===== src/rtl/sio_intr_pkg.sv =====
package sio_intr_pkg;

  typedef enum logic [2:0] {
    ID_MODEM   = 3'b000,
    ID_THRE    = 3'b001,
    ID_RDA     = 3'b010,
    ID_LSR     = 3'b011,
    ID_TIMEOUT = 3'b110
  } intrId_e;

  localparam logic [2:0] ADDR_DATA = 3'd0;
  localparam logic [2:0] ADDR_IER  = 3'd1;
  localparam logic [2:0] ADDR_IIR  = 3'd2;
  localparam logic [2:0] ADDR_LCR  = 3'd3;
  localparam logic [2:0] ADDR_MCR  = 3'd4;
  localparam logic [2:0] ADDR_LSR  = 3'd5;
  localparam logic [2:0] ADDR_MSR  = 3'd6;

  // read side effects handed from control to datapath
  typedef struct packed {
    logic rbrRd;
    logic thrWr;
    logic iirRd;
    logic lsrRd;
    logic msrRd;
  } hostStb_t;

endpackage


===== src/rtl/sio_sticky_bits.sv =====
module sio_sticky_bits #(
  parameter int W = 4
) (
  input  logic         clk,
  input  logic         rst,
  input  logic [W-1:0] setBits,
  input  logic         clr,
  output logic [W-1:0] q
);
  // a new event in the clearing cycle survives
  always_ff @(posedge clk) begin
    if (rst) q <= '0;
    else     q <= (q & ~{W{clr}}) | setBits;
  end
endmodule


===== src/rtl/sio_intr_ctrl.sv =====
module sio_intr_ctrl
  import sio_intr_pkg::*;
(
  input  logic       clk,
  input  logic       rst,
  input  logic       regWrEn,
  input  logic       regRdEn,
  input  logic [2:0] regAddr,
  input  logic [7:0] regWrData,
  input  logic [7:0] rxData,
  input  logic [7:0] lsrVal,
  input  logic [7:0] msrVal,
  input  logic [7:0] iirVal,
  output hostStb_t   stb,
  output logic [3:0] ierQ,
  output logic       fifoEn,
  output logic       lineBreak,
  output logic       dtrOn,
  output logic       rtsOn,
  output logic       irqGate,
  output logic [7:0] regRdData
);
  logic [7:0] fcrQ, lcrQ;
  logic [4:0] mcrQ;

  logic wrIer, wrFcr, wrLcr, wrMcr;
  assign wrIer = regWrEn && regAddr == ADDR_IER;
  assign wrFcr = regWrEn && regAddr == ADDR_IIR;
  assign wrLcr = regWrEn && regAddr == ADDR_LCR;
  assign wrMcr = regWrEn && regAddr == ADDR_MCR;

  assign stb.rbrRd = regRdEn && regAddr == ADDR_DATA;
  assign stb.thrWr = regWrEn && regAddr == ADDR_DATA;
  assign stb.iirRd = regRdEn && regAddr == ADDR_IIR;
  assign stb.lsrRd = regRdEn && regAddr == ADDR_LSR;
  assign stb.msrRd = regRdEn && regAddr == ADDR_MSR;

  always_ff @(posedge clk) begin
    if (rst) begin
      ierQ <= '0;
      fcrQ <= '0;
      lcrQ <= '0;
      mcrQ <= '0;
    end else begin
      if (wrIer) ierQ <= regWrData[3:0];
      if (wrFcr) fcrQ <= regWrData;
      if (wrLcr) lcrQ <= regWrData;
      if (wrMcr) mcrQ <= regWrData[4:0];
    end
  end

  assign fifoEn    = fcrQ[0];
  assign lineBreak = lcrQ[6];
  assign dtrOn     = mcrQ[0];
  assign rtsOn     = mcrQ[1];
  assign irqGate   = mcrQ[3];

  logic unusedBits;
  assign unusedBits = ^{fcrQ[7:1], mcrQ[2], mcrQ[4]};

  always_comb begin
    unique case (regAddr)
      ADDR_DATA: regRdData = rxData;
      ADDR_IER:  regRdData = {4'b0000, ierQ};
      ADDR_IIR:  regRdData = iirVal;
      ADDR_LCR:  regRdData = lcrQ;
      ADDR_MCR:  regRdData = {3'b000, mcrQ};
      ADDR_LSR:  regRdData = lsrVal;
      ADDR_MSR:  regRdData = msrVal;
      default:   regRdData = {7'b0, unusedBits & 1'b0};
    endcase
  end

  AST_STB_ONEHOT: assert property (@(posedge clk) disable iff (rst)
    $onehot0({stb.rbrRd, stb.iirRd, stb.lsrRd, stb.msrRd}));
endmodule


===== src/rtl/sio_intr_datapath.sv =====
module sio_intr_datapath
  import sio_intr_pkg::*;
#(
  parameter int CNT_W = 5,
  parameter int CB_W  = 8
) (
  input  logic             clk,
  input  logic             rst,
  input  hostStb_t         stb,
  input  logic [3:0]       ierQ,
  input  logic             fifoEn,
  input  logic [CNT_W-1:0] rxFifoCount,
  input  logic [CNT_W-1:0] rxTrigLevel,
  input  logic [3:0]       lineErr,
  input  logic             thrEmpty,
  input  logic             txIdle,
  input  logic [3:0]       modemState,
  input  logic [3:0]       modemDelta,
  input  logic             charRx,
  input  logic             bitTick,
  input  logic [CB_W-1:0]  charBits,
  output logic [7:0]       lsrVal,
  output logic [7:0]       msrVal,
  output logic [7:0]       iirVal,
  output logic             irqPend
);
  localparam int LIM_W = CB_W + 2;

  logic [3:0] errQ, deltaQ;

  sio_sticky_bits #(.W(4)) u_errBits (
    .clk(clk), .rst(rst), .setBits(lineErr), .clr(stb.lsrRd), .q(errQ));
  sio_sticky_bits #(.W(4)) u_deltaBits (
    .clk(clk), .rst(rst), .setBits(modemDelta), .clr(stb.msrRd), .q(deltaQ));

  logic rxNonEmpty;
  assign rxNonEmpty = rxFifoCount != '0;

  // character timeout window
  logic [LIM_W-1:0] toLimit, toTimer;
  logic toRestart, toFlag;
  assign toLimit   = {charBits, 2'b00};
  assign toRestart = charRx | stb.rbrRd | ~rxNonEmpty;

  always_ff @(posedge clk) begin
    if (rst)                           toTimer <= '0;
    else if (toRestart)                toTimer <= '0;
    else if (bitTick && toTimer < toLimit) toTimer <= toTimer + 1'b1;
  end
  assign toFlag = rxNonEmpty && charBits != '0 && toTimer >= toLimit;

  // transmitter empty: edge armed
  logic threArm, threArmQ, threPend;
  intrId_e curId;
  logic anyHit;
  assign threArm = ierQ[1] & thrEmpty;

  always_ff @(posedge clk) begin
    if (rst) begin
      threArmQ <= 1'b0;
      threPend <= 1'b0;
    end else begin
      threArmQ <= threArm;
      if (stb.thrWr || (stb.iirRd && anyHit && curId == ID_THRE))
        threPend <= 1'b0;
      else if (threArm && !threArmQ)
        threPend <= 1'b1;
    end
  end

  logic lsrHit, rdaHit, toHit, threHit, msHit;
  assign lsrHit  = ierQ[2] & (|errQ);
  assign rdaHit  = fifoEn & ierQ[0] & rxNonEmpty & (rxFifoCount >= rxTrigLevel);
  assign toHit   = fifoEn & ierQ[0] & toFlag;
  assign threHit = ierQ[1] & threPend;
  assign msHit   = ierQ[3] & (|deltaQ);

  always_comb begin
    anyHit = 1'b1;
    curId  = ID_MODEM;
    if      (lsrHit)  curId = ID_LSR;
    else if (rdaHit)  curId = ID_RDA;
    else if (toHit)   curId = ID_TIMEOUT;
    else if (threHit) curId = ID_THRE;
    else if (msHit)   curId = ID_MODEM;
    else              anyHit = 1'b0;
  end

  assign iirVal  = {fifoEn, fifoEn, 2'b00, curId, ~anyHit};
  assign irqPend = anyHit;
  assign lsrVal  = {|errQ, txIdle, thrEmpty, errQ, rxNonEmpty};
  assign msrVal  = {modemState, deltaQ};

  AST_RDA_DROP: assert property (@(posedge clk) disable iff (rst)
    (rxFifoCount < rxTrigLevel) |-> curId != ID_RDA);
  AST_LSR_CLEAR: assert property (@(posedge clk) disable iff (rst)
    (stb.lsrRd && lineErr == 4'b0000) |=> errQ == 4'b0000);
  AST_TO_RESTART: assert property (@(posedge clk) disable iff (rst)
    (charRx || stb.rbrRd) |=> !toFlag);
  AST_THRE_WRCLR: assert property (@(posedge clk) disable iff (rst)
    stb.thrWr |=> !threPend);
  AST_MSR_CLEAR: assert property (@(posedge clk) disable iff (rst)
    (stb.msrRd && modemDelta == 4'b0000) |=> deltaQ == 4'b0000);
endmodule


===== src/rtl/sio_intr_ident.sv =====
module sio_intr_ident
  import sio_intr_pkg::*;
#(
  parameter int CNT_W = 5,
  parameter int CB_W  = 8
) (
  input  logic             clk,
  input  logic             rst,
  input  logic             regWrEn,
  input  logic             regRdEn,
  input  logic [2:0]       regAddr,
  input  logic [7:0]       regWrData,
  output logic [7:0]       regRdData,
  input  logic [7:0]       rxData,
  input  logic [CNT_W-1:0] rxFifoCount,
  input  logic [CNT_W-1:0] rxTrigLevel,
  output logic             rxPop,
  output logic             txPush,
  input  logic             charRx,
  input  logic             bitTick,
  input  logic [CB_W-1:0]  charBits,
  input  logic [3:0]       lineErr,
  input  logic             thrEmpty,
  input  logic             txIdle,
  input  logic [3:0]       modemState,
  input  logic [3:0]       modemDelta,
  input  logic             txBit,
  output logic             sout,
  output logic             rtsN,
  output logic             dtrN,
  output logic             irq,
  output logic             irqOe
);
  hostStb_t   stb;
  logic [3:0] ierQ;
  logic       fifoEn, lineBreak, dtrOn, rtsOn, irqGate, irqPend;
  logic [7:0] lsrVal, msrVal, iirVal;

  sio_intr_ctrl u_ctrl (
    .clk(clk), .rst(rst), .regWrEn(regWrEn), .regRdEn(regRdEn),
    .regAddr(regAddr), .regWrData(regWrData), .rxData(rxData),
    .lsrVal(lsrVal), .msrVal(msrVal), .iirVal(iirVal), .stb(stb),
    .ierQ(ierQ), .fifoEn(fifoEn), .lineBreak(lineBreak), .dtrOn(dtrOn),
    .rtsOn(rtsOn), .irqGate(irqGate), .regRdData(regRdData));

  sio_intr_datapath #(.CNT_W(CNT_W), .CB_W(CB_W)) u_dp (
    .clk(clk), .rst(rst), .stb(stb), .ierQ(ierQ), .fifoEn(fifoEn),
    .rxFifoCount(rxFifoCount), .rxTrigLevel(rxTrigLevel), .lineErr(lineErr),
    .thrEmpty(thrEmpty), .txIdle(txIdle), .modemState(modemState),
    .modemDelta(modemDelta), .charRx(charRx), .bitTick(bitTick),
    .charBits(charBits), .lsrVal(lsrVal), .msrVal(msrVal), .iirVal(iirVal),
    .irqPend(irqPend));

  logic soutQ;
  always_ff @(posedge clk) begin
    if (rst) soutQ <= 1'b1;
    else     soutQ <= lineBreak ? 1'b0 : txBit;
  end

  assign sout   = soutQ;
  assign rtsN   = ~rtsOn;
  assign dtrN   = ~dtrOn;
  assign irqOe  = irqGate;
  assign irq    = irqPend;
  assign rxPop  = stb.rbrRd;
  assign txPush = stb.thrWr;

  AST_BREAK_LOW: assert property (@(posedge clk) disable iff (rst)
    lineBreak |=> !sout);
endmodule


===== config.mk =====
export PLATFORM = sky130hd
export DESIGN_NAME = sio_intr_ident
export DESIGN_NICKNAME = d
export VERILOG_FILES = /design/src/rtl/sio_intr_pkg.sv /design/src/rtl/sio_sticky_bits.sv /design/src/rtl/sio_intr_ctrl.sv /design/src/rtl/sio_intr_datapath.sv /design/src/rtl/sio_intr_ident.sv
export SDC_FILE = /design/constraint.sdc
export NUM_CORES = 1
export LEC_CHECK = 0
export ABC_CLOCK_PERIOD_IN_PS = 2200
export BUFFER_PORTS_ARGS = -buffer_cell sky130_fd_sc_hd__buf_2
export CORE_ASPECT_RATIO = 0.75
export CORE_MARGIN = 2
export CORE_UTILIZATION = 28
export CTS_CLUSTER_SIZE = 16
export DETAILED_ROUTE_END_ITERATION = 6
export GPL_TIMING_DRIVEN = 0
export PLACE_DENSITY = 0.54
export SYNTH_ARGS = -nofsm -noshare
export SYNTH_HDL_FRONTEND = slang
export SYNTH_SLANG_ARGS = --single-unit

===== constraint.sdc =====
create_clock -name clk -period 2.2 [get_ports clk]
set_input_delay 0.33 -clock clk [delete_from_list [all_inputs] [get_ports clk]]
set_output_delay 0.33 -clock clk [all_outputs]
set_load 0.005 [all_outputs]

# Yosys cells after proc, flatten, opt, wreduce, memory -nomap -nowiden
# Cells that the tools add are included.
# op_classes
addsub	1
mul	0
div_mod_pow	0
order_cmp	3
eq_ne	7
n_shift	0
mux	11
bitwise	20
reduce_logical	24
# ops
operator	count
case mux 8 bit (7 select lines)	1
logical AND 1 bit	15
adder 10 x 1 -> 10 bit, second input constant	1
greater-or-equal comparator 10 bit	1
< comparator 10 bit	1
== test 3 bit, second input constant	3
two-way mux 3 bit	3
AND 1 bit	8
AND 4 bit	2
NOT 4 bit	2
OR 4 bit	2
nonzero test 8 bit	1
OR reduction 4 bit	2
two-way mux 1 bit	7
== test 3 x 1 -> 1 bit, second input constant	2
== test 3 x 2 -> 1 bit, second input constant	2
greater-or-equal comparator 5 bit	1
nonzero test 5 bit	1
NOT 1 bit	4
OR reduction 2 bit	2
zero test 3 bit	1
OR 1 bit	2
zero test 1 bit	1
logical OR 1 bit	1
# word_totals
reg_bits	39
latchBits	0
mem_bits_rw	0
romBits	0
input_bits	58
out_inout_bits	15
elab_cells	76
mem_count	0

# Longest topological paths before layout
# logic_depth
depth_word	11
depth_mapped	8
depth_no_buf	7

# Cells and area by module
# A second synthesis with hierarchy kept.
# unflattened
cells_unflattened	325
hier_area_um2	2671.3
# modules_own_cells
mod	instances	cells_each	area_per_inst_um2	seq_area_each_um2
sio_intr_ctrl	1	137	1183.6	360.3
sio_intr_datapath	1	151	1168.6	240.2
sio_sticky_bits	2	16	140.1	80.1
sio_intr_ident	1	5	38.8	20.0

# Worst setup path before layout
# No wires, ideal clock.
# synth_timing
kind	in2reg
from	input port charBits[7]
to	register u_dp.toTimer[9]
setup_ps	70
arrival_time_ps	2083
t_required_ps	2130
path_slack_ps	47
path_stages	8
path_buffers	1
cell_sequence	inv_1 -> ha_1 -> a21oi_2 -> o21ai_1 -> or4_1 -> clkbuf_2 -> or4_1 -> a21oi_1
# synth_via
elab_chain_cells	2
# synth_rtl
element	line	source
start: declaration	sio_intr_ident.sv:21	input logic [CB_W-1:0] charBits,
< comparator 10 bit	sio_intr_datapath.sv:48	else if (bitTick && toTimer < toLimit) toTimer <= toTimer + 1'b1;
logical AND 1 bit	sio_intr_datapath.sv:48	
end signal: assignment	sio_intr_datapath.sv:48	
end: declaration	sio_intr_datapath.sv:40	logic [LIM_W-1:0] toLimit, toTimer;
# Every way passes these cells.
# A chain may end at the register's enable or synchronous reset.

# Final worst setup path
# layout_timing
from	register u_dp.toTimer[3]
to	output port irq
# layout_via
elab_chain_cells	6
# layout_rtl
element	line	source
greater-or-equal comparator 10 bit	sio_intr_datapath.sv:50	assign toFlag = rxNonEmpty && charBits != '0 && toTimer >= toLimit;
logical AND 1 bit	sio_intr_datapath.sv:50	
AND 1 bit	sio_intr_datapath.sv:74	assign toHit = fifoEn & ierQ[0] & toFlag;
two-way mux 1 bit	sio_intr_datapath.sv:83	else if (toHit) curId = ID_TIMEOUT;
two-way mux 1 bit	sio_intr_datapath.sv:82	else if (rdaHit) curId = ID_RDA;
two-way mux 1 bit	sio_intr_datapath.sv:81	if (lsrHit) curId = ID_LSR;
end: declaration	sio_intr_ident.sv:31	output logic irq,
# Every way passes these cells.

==> impl_metrics.toml <==
[floorplanning]
rows = 29
fp.dieH_um = 83.9
die_area_mm2 = 0.00927
io_pins = 73
initial_core_util_pct = 28.5
coreArea_mm2 = 0.00835
die-width_um = 111

[routing]
met1_length_um = 3780
drt_wl_total_um = 7780
post_drt_via_cell_ratio = 5.12
drtPass1Iterations = 4
first_iter_violations = 204
wl_met3_um = 392
met2_length_um = 3460
drc = 0
top_layer_used = "met4"
postRouteAntennaNets = 0
wire_per_inst_um = 15.5
vias = 2574

[place]
dp_slack_ns = -0.327
gp_congestion = 0.834
dpl_cell_area_mm2 = 0.00288
port_buffers = 72
dp_hpwl_um = 5900

[synth]
yosysSeqAreaShare_pct = 32.8
synth_area_leaders = "dfxtp_1, a21oi_1, ha_1"
synth_top_cell_area_share_pct = 32.8
synth_edf_count = 0
synth_warnings = 0
ys_top_cells_by_count = "a21oi_1, dfxtp_1, nand2_1, nor2_1, inv_1"
yosysMostFrequentCell = "a21oi_1"
yosys.area.top_type = "dfxtp_1"
synthesis.nets = 380
synth-seq-cells = 39
synthArstFlopShare_pct = 0
ys.flop_type = "dfxtp_1"
ys_types = 46
netlist_instances = 307
syn_area_mm2 = 0.00238
avgSynthCellArea_um2 = 7.76

[timing]
layout_setup_ws_ns = -0.120
hold_viol_final = 0
max-slew-margin-rel_pct = 35.6
setup_violations = 5
fin_crit_sh_pct = 105
timing.final.max_slew_violations = 0
worst_slew_pin_slew_ns = 0.958
fmax_mhz = 431
fin_skew_ns = 0.00277
rsz0062_at_grt = "true"
hold_slack_ns = 0.254
final_period_minus_worst_setup_slack_ns = 2.32

[flow_run]
drv_cap = 0

[worst_setup_path]
path_class = "reg -> out"
cp_data_arrival_time_ns = 1.99
startpoint_type = "flop"
crit_fanout = 6
worstPathRequired_ns = 1.87
endpoint_kind = "output port"

[clock_network]
clk_latency_ns = 0.28
cts_max_path_buffers = 2
root_buffer = "clkbuf_16"
cts.sink_count = 39
htreeDepth = 2
cts_buffers = 5
cts_tree = "built"
path_clk_slew_ns = 0.06

[grt]
grt_pass1_vias = 2426
grtUsageTotal_pct = 16.6
grt_first_pass_wirelength_um = 12300
antenna_found_initial = 0
grt_max_degree = 13
grt_overflow = 0

[final_layout]
utilization_pct = 39.7
fin_nets = 468
nFillCells = 888
drive_gt1_share_pct = 34.4
multi_input_area_mm2 = 0.00167
regArea_um2 = 793
areaGrowthSynthToFinish_pct = 39.2
final_area_mm2 = 0.00332
diodes = 0

[power_and_ir_drop]
irDropWorstVdd_mv = 0.334
leakagePower_nw = 1.37
power.density_mw_per_mm2 = 524
power.total_mw = 1.74

[min_path]
min_path_type = "in -> reg"

[outcome]
status = "finished, violations left"
violations = "setup timing"
-- timing repair --
action	CTS	global route
endpoints found under the setup margin	13	16
pin swaps	10	13
buffers inserted	12	1
gates resized for setup	21	28
hold buffers	0	0
-- final cells by class --
cell class / instances / area share, %
repair buffers: 83 / 13.4
well taps: 108 / 4.08
clock inverters: 1 / 0.151
plain buffers: 13 / 1.85
multi-input cells: 234 / 50.2
flip-flops and latches: 39 / 23.9
inverters: 19 / 2.15
clock buffers: 6 / 4.19
-- where the power goes --
part | switching (mW) | leakage, nW | internal (mW)
logic | 0.154 | 0.974 | 0.131
registers | 0.0184 | 0.322 | 0.724
clock network | 0.269 | 0.0727 | 0.442
-- worst max-delay path, cell delays in order, from the launching register on --
cell	delay [ns]
dfxtp_4	0.35
ha_4	0.21
nor2b_1	0.12
o211ai_1	0.25
a31oi_2	0.16
o21ai_4	0.26
nand4_1	0.17
buf_2	0.19
-- metrics by stage --
step	setup TNS, ns	std cells
after detailed placement	-2.74	487
final	-0.489	503
after floorplan	0	307
after global placement	-2.69	487
after global routing	-0.922	503
after CTS	-0.519	504
-- cell usage in the layout, fill, tap and decap left out, types with 4 or more instances in the layout --
cell and n:
buf_2 71, a21oi_1 38, nand2_1 34, nor2_1 33, dfxtp_1 33, inv_1 17, mux2i_1 14, buf_4 12
or4_1 8, ha_1 8, clkbuf_1 7, o21ai_0 7, nand3_1 7, o31ai_1 6, ha_4 6, nor2b_1 5
clkbuf_16 5, clkbuf_2 4, a221oi_1 4, dfxtp_2 4
-- cells by family (layout without fill, tap and decap cells) --
family / count (synthesis) / in the layout / share of synthesized area [%]
fa+ha+maj: 15 / 15 / 7.88
buf+inv: 34 / 122 / 5.41
compound gates: 87 / 87 / 23.1
mux: 17 / 17 / 7.30
flops: 39 / 39 / 32.8
simple gates: 115 / 115 / 23.6
-- flip-flops by register name, summed over array words and instances, names as in the netlist --
signal              cells
u_dp.toTimer           10
u_dp.threPend           1
u_ctrl.mcrQ             5
u_dp.u_errBits.q        4
u_dp.u_deltaBits.q      4
u_dp.threArmQ           1
u_ctrl.ierQ             4
sout                    1
u_ctrl.fcrQ             1
u_ctrl.lcrQ             8
-- metal layers --
metal	vias to the layer above	GRT usage [%]
met2	71	24.9
li1	1294	-
met3	12	3.34
met4	0	6.14
met1	1197	23.4
met5	-	0
-- final timing paths --
check                  startpoint                   to  slack [ns]  depth (start not counted)
setup / recovery  u_dp.toTimer[3]                  irq       -0.12                          7
hold reg to reg    u_ctrl.lcrQ[2]       u_ctrl.lcrQ[2]        0.47                          2
setup reg to reg  u_dp.toTimer[7]      u_dp.toTimer[9]        0.05                          7
hold / removal         lineErr[2]  u_dp.u_errBits.q[2]        0.25                          3
(Power assumes the default switching activity.)
